==> src/rtl/gpio2_pkg.sv <==
package gpio2_pkg;

    // Address bits the block decodes; bit 2 selects this block (0) or a neighbour (1)
    localparam int DEC_W   = 3;
    localparam int SEL_BIT = 2;
    localparam int PORT_BIT = 1;
    localparam int DIR_BIT  = 0;

    typedef enum logic {
        ST_IDLE   = 1'b0,
        ST_REPLAY = 1'b1
    } wr_state_e;

endpackage

==> src/rtl/gpio2_port.sv <==
module gpio2_port #(
    parameter int DW = 8
) (
    input  logic          clk,
    input  logic          rst_n,
    input  logic          we_out,
    input  logic          we_dir,
    input  logic [DW-1:0] wdata_i,
    input  logic [DW-1:0] pins_i,
    output logic [DW-1:0] drive_o,
    output logic [DW-1:0] rd_port_o,
    output logic [DW-1:0] rd_dir_o
);

    logic [DW-1:0] out_q;
    logic [DW-1:0] dir_q;

    always_ff @(posedge clk or negedge rst_n) begin
        if (!rst_n) begin
            out_q <= '0;
            dir_q <= '0;
        end else begin
            if (we_out) out_q <= wdata_i;
            if (we_dir) dir_q <= wdata_i;
        end
    end

    // Input pins float high on the output side
    assign drive_o   = out_q | ~dir_q;
    // Output pins read back the register, input pins read the sampled level
    assign rd_port_o = (out_q & dir_q) | (pins_i & ~dir_q);
    assign rd_dir_o  = dir_q;

endmodule

==> src/rtl/gpio2_wr_seq.sv <==
module gpio2_wr_seq
    import gpio2_pkg::*;
#(
    parameter int DW = 8
) (
    input  logic             clk,
    input  logic             rst_n,
    input  logic             wr_i,
    input  logic             rmw_i,
    input  logic [DEC_W-1:0] addr_i,
    input  logic [DW-1:0]    wdata_i,
    input  logic [DW-1:0]    last_rd_i,
    output logic             wr_en_o,
    output logic [DEC_W-1:0] wr_addr_o,
    output logic [DW-1:0]    wr_data_o,
    output logic             busy_o
);

    wr_state_e        state_q, state_d;
    logic [DEC_W-1:0] pend_addr_q;
    logic [DW-1:0]    pend_data_q;
    logic             start_rmw;

    assign start_rmw = (state_q == ST_IDLE) && wr_i && rmw_i;

    // State register and pending second write
    always_ff @(posedge clk or negedge rst_n) begin
        if (!rst_n) begin
            state_q     <= ST_IDLE;
            pend_addr_q <= '0;
            pend_data_q <= '0;
        end else begin
            state_q <= state_d;
            if (start_rmw) begin
                pend_addr_q <= addr_i;
                pend_data_q <= wdata_i;
            end
        end
    end

    // Next state
    always_comb begin
        state_d = state_q;
        unique case (state_q)
            ST_IDLE:   if (start_rmw) state_d = ST_REPLAY;   // IDLE_TO_REPLAY
            ST_REPLAY: state_d = ST_IDLE;                    // REPLAY_TO_IDLE
            default:   state_d = ST_IDLE;
        endcase
    end

    // Outputs
    always_comb begin
        wr_en_o   = 1'b0;
        wr_addr_o = addr_i;
        wr_data_o = wdata_i;
        busy_o    = 1'b0;
        unique case (state_q)
            ST_IDLE: begin
                wr_en_o = wr_i;
                // First write of a read-modify-write restores the value read
                if (rmw_i) wr_data_o = last_rd_i;
            end
            ST_REPLAY: begin
                wr_en_o   = 1'b1;
                wr_addr_o = pend_addr_q;
                wr_data_o = pend_data_q;
                busy_o    = 1'b1;
            end
            default: ;
        endcase
    end

endmodule

==> src/rtl/gpio2_pair.sv <==
module gpio2_pair
    import gpio2_pkg::*;
#(
    parameter int DW = 8,
    parameter int AW = 5
) (
    input  logic          clk,
    input  logic          rst_n,
    input  logic [AW-1:0] addr_i,
    input  logic          wr_i,
    input  logic          rd_i,
    input  logic          rmw_i,
    input  logic [DW-1:0] wdata_i,
    output logic [DW-1:0] rdata_o,
    input  logic [DW-1:0] pa_pins_i,
    input  logic [DW-1:0] pb_pins_i,
    output logic [DW-1:0] pa_o,
    output logic [DW-1:0] pb_o
);

    localparam int NPORT = 2;

    logic             wr_en;
    logic [DEC_W-1:0] wr_addr;
    logic [DW-1:0]    wr_data;
    logic             wr_busy;
    logic [DW-1:0]    rdata_q;
    logic [DW-1:0]    rd_mux;
    logic             unused_hi_addr;

    logic [DW-1:0] pins_arr  [NPORT];
    logic [DW-1:0] drive_arr [NPORT];
    logic [DW-1:0] rdp_arr   [NPORT];
    logic [DW-1:0] rdd_arr   [NPORT];

    assign unused_hi_addr = ^addr_i[AW-1:DEC_W];

    assign pins_arr[0] = pa_pins_i;
    assign pins_arr[1] = pb_pins_i;

    gpio2_wr_seq #(.DW(DW)) u_seq (
        .clk       (clk),
        .rst_n     (rst_n),
        .wr_i      (wr_i),
        .rmw_i     (rmw_i),
        .addr_i    (addr_i[DEC_W-1:0]),
        .wdata_i   (wdata_i),
        .last_rd_i (rdata_q),
        .wr_en_o   (wr_en),
        .wr_addr_o (wr_addr),
        .wr_data_o (wr_data),
        .busy_o    (wr_busy)
    );

    for (genvar g = 0; g < NPORT; g++) begin : g_port
        logic hit;
        assign hit = wr_en && !wr_addr[SEL_BIT] && (wr_addr[PORT_BIT] == 1'(g));

        gpio2_port #(.DW(DW)) u_port (
            .clk       (clk),
            .rst_n     (rst_n),
            .we_out    (hit && !wr_addr[DIR_BIT]),
            .we_dir    (hit &&  wr_addr[DIR_BIT]),
            .wdata_i   (wr_data),
            .pins_i    (pins_arr[g]),
            .drive_o   (drive_arr[g]),
            .rd_port_o (rdp_arr[g]),
            .rd_dir_o  (rdd_arr[g])
        );
    end

    assign pa_o = drive_arr[0];
    assign pb_o = drive_arr[1];

    always_comb begin
        if (addr_i[SEL_BIT])      rd_mux = '0;
        else if (addr_i[DIR_BIT]) rd_mux = rdd_arr[addr_i[PORT_BIT]];
        else                      rd_mux = rdp_arr[addr_i[PORT_BIT]];
    end

    always_ff @(posedge clk or negedge rst_n) begin
        if (!rst_n)    rdata_q <= '0;
        else if (rd_i) rdata_q <= rd_mux;
    end

    assign rdata_o = rdata_q;

endmodule

==> config.mk <==
export PLATFORM = sky130hd
export DESIGN_NAME = gpio2_pair
export DESIGN_NICKNAME = d
export VERILOG_FILES = /design/src/rtl/gpio2_pkg.sv /design/src/rtl/gpio2_port.sv /design/src/rtl/gpio2_wr_seq.sv /design/src/rtl/gpio2_pair.sv
export SDC_FILE = /design/constraint.sdc
export NUM_CORES = 1
export LEC_CHECK = 0
export BUFFER_PORTS_ARGS = -buffer_cell sky130_fd_sc_hd__clkbuf_2
export CORE_MARGIN = 3
export CORE_UTILIZATION = 50
export CTS_CLUSTER_SIZE = 24
export DETAILED_ROUTE_END_ITERATION = 10
export PLACE_DENSITY = 0.86
export SLEW_MARGIN = 15
export SYNTH_ARGS = -nofsm -noshare
export SYNTH_HDL_FRONTEND = slang
export SYNTH_SLANG_ARGS = --single-unit
==> constraint.sdc <==
create_clock -name clk -period 2.35 [get_ports clk]
set_input_delay 0.235 -clock clk [delete_from_list [all_inputs] [get_ports clk]]
set_output_delay 0.235 -clock clk [all_outputs]
set_load 0.02 [all_outputs]
==> results.json <==
{
  "syn_area_sq_um": 2670,
  "finalSetupViolCount": 0,
  "clk_pin_slew_worst_paths_ns": 0.09,
  "cpPeakStageDelay_ns": 0.61,
  "stdcell_area_sq_um": 3150,
  "p_per_area_nw_per_um2": 1010,
  "drtAntennaViolNets": 0,
  "fmax_mhz": 508,
  "setup-tns-final_ns": 0,
  "grt_setup_unrepaired": "false",
  "final_common_cell": "clkbuf_2",
  "grt_max_degree": 20,
  "worstPathCellList": "or4b_4, a21oi_4, mux2_2",
  "synthToLayoutAreaGrowth_pct": 18.0,
  "ys_seq_elements": 52,
  "drt_iter0_markers": 82,
  "leakage_nw": 1.46,
  "critPathSlowestCell": "or4b_4",
  "initial_utilization_pct": 54.0,
  "row_count": 25,
  "min_period_ns": 1.97,
  "antenna_cells": 0,
  "cp_max_fo": 9,
  "die_h_um": 79.1,
  "postCtsSetupRepairBufs": 0,
  "syn-instance-count": 205,
  "clkSinkCount": 52,
  "critPathCaptureType": "register",
  "vias": 1848,
  "antenna_found_initial": 0,
  "die_x_um": 79.1,
  "crit_path_start_kind": "register",
  "io_pins": 58,
  "worst-path-buf-inv": 0,
  "layout_common_cells": "clkbuf_2, dfrtp_1, mux2_2, mux2i_1, nand2b_1",
  "yosysWarnings": 0,
  "dpl_cell_area_sq_um": 3050,
  "drive_gt1_share_pct": 47.6,
  "insertion_delay_ns": 0.31,
  "hold_path.class": "in2reg",
  "gp_congestion": 0.804,
  "numPortBuffers": 55,
  "fin_crit_sh_pct": 83.8,
  "htreeDepth": 2,
  "grt_pass1_wl_mm": 9.62,
  "first_pass_iters": 4,
  "crit_required_ns": 2.55,
  "cts_made_buffers": 5,
  "ir_drop_uv": 579,
  "fin_skew_ns": 0.00514,
  "cp_top_family": "simple AND/OR/NAND/NOR gates",
  "synth_nets": 239,
  "coreArea_sq_um": 4940,
  "nets": 302,
  "root_buffer": "clkbuf_8",
  "routedWlPerCell_um": 17.6,
  "grt_pass1_vias": 1904,
  "postRouteWirelength_mm": 5.93,
  "die-area_sq_um": 6250,
  "post-route-util_pct": 63.7,
  "finalHoldViolations": 0,
  "cts_tree": "built",
  "synth_cell_types": 19,
  "post-dp-hpwl_mm": 4.14,
  "via_per_inst": 5.50,
  "syn_avg_cell_area_sq_um": 13.0,
  "tightest_slew_ns": 0.601,
  "holdWs_ns": 0.175,
  "slew_viol_final": 0,
  "cp.arrival_ns": 2.17,
  "maxCapViolations": 0,
  "path_class": "reg2reg",
  "gr-total-overflow": 0,
  "drcViolationCount": 0,
  "grt_util_all_layers_pct": 20.3,
  "cts_resized": 0,
  "max-clock-path-buffers": 2,
  "status": "complete, no violations",
  "ys_seq_area_share_pct": 48.8,
  "relSlewSlack_pct": 59.8
}
-- cell type report --
cell class	instances	area [sq um]
Tap cell	67	83.8
Fill cell	405	1790
Multi-Input combinational cell	144	1320
Timing Repair Buffer	64	345
Clock inverter	2	10.0
Clock buffer	6	82.6
Sequential cell	52	1300
Inverter	1	3.75
-- repair_timing --
item,4_1_cts,5_1_grt
hold endpoints to repair,16,0
endpoints found under the setup margin,0,0
hold buffers,1,0
-- Yosys cell counts, drive strengths merged --
| master | count | share of area [%] |
|---|---|---|
| buf | 6 | 1.3 |
| or3b | 2 | 0.66 |
| mux2i | 33 | 12 |
| clkbuf | 2 | 0.28 |
| o21ai | 8 | 1.5 |
| o221ai | 8 | 2.6 |
| nand3b | 3 | 0.84 |
| dfrtp | 52 | 49 |
| nand2b | 24 | 5.6 |
| or4b | 1 | 0.52 |
| inv | 1 | 0.14 |
| nand4bb | 1 | 0.42 |
| mux2 | 52 | 22 |
| a21oi | 4 | 1.9 |
| nand2 | 8 | 1.1 |
-- worst paths after layout --
path / startpoint / endpoint / slack (ns) / depth (start not counted)
min: wdata_i[2] / u_seq.pend_data_q[2] / 0.18 / 2
min in group asynchronous: rst_n / g_port[0].u_port.out_q[7] / 0.40 / 2
max reg2reg: u_seq.state_q / g_port[0].u_port.out_q[6] / 0.38 / 3
max: u_seq.state_q / g_port[0].u_port.out_q[6] / 0.38 / 3
max in group asynchronous: rst_n / g_port[1].u_port.out_q[6] / 1.31 / 3
min reg2reg: u_seq.pend_data_q[3] / u_seq.pend_data_q[3] / 0.51 / 1
-- where the power goes --
part / internal (mW) / total [mW] / switching, mW / leakage (nW)
clock: 0.236 / 0.537 / 0.301 / 0.0510
combinational: 0.601 / 1.14 / 0.540 / 0.767
sequential: 1.21 / 1.49 / 0.285 / 0.644
-- per-stage QoR --
stage	setup slack [ns]	instances	total power, mW
final	0.380	336	3.17
after global routing	0.342	336	3.37
after CTS	0.377	336	3.19
after detailed placement	0.393	327	2.66
after global placement	0.423	327	2.60
after floorplan	0.669	205	2.28
-- sequential cells by signal, summed over array words and instances, names as in the netlist --
name,count
g_port.u_port.out_q,16
g_port.u_port.rd_dir_o,16
rdata_o,8
u_seq.pend_data_q,8
u_seq.pend_addr_q,3
u_seq.state_q,1
-- logic make-up after synthesis --
family          count (synthesis)  synth area share (%)
mux                            85                  34.3
flops                          52                  48.8
simple gates                   39                  9.19
compound gates                 20                  6.00
buf+inv                         9                  1.73
-- metal layers --
layer / global-route usage (%) / wire length [um] / part of all wire (%)
met3: 5.22 / 342 / 5.8
met1: 27.1 / 2690 / 45
met4: 4.98 / 57 / 0.96
met2: 33.2 / 2840 / 48
met5: 0 / 0 / 0
Note: power is estimated with default switching activity, not from simulation.
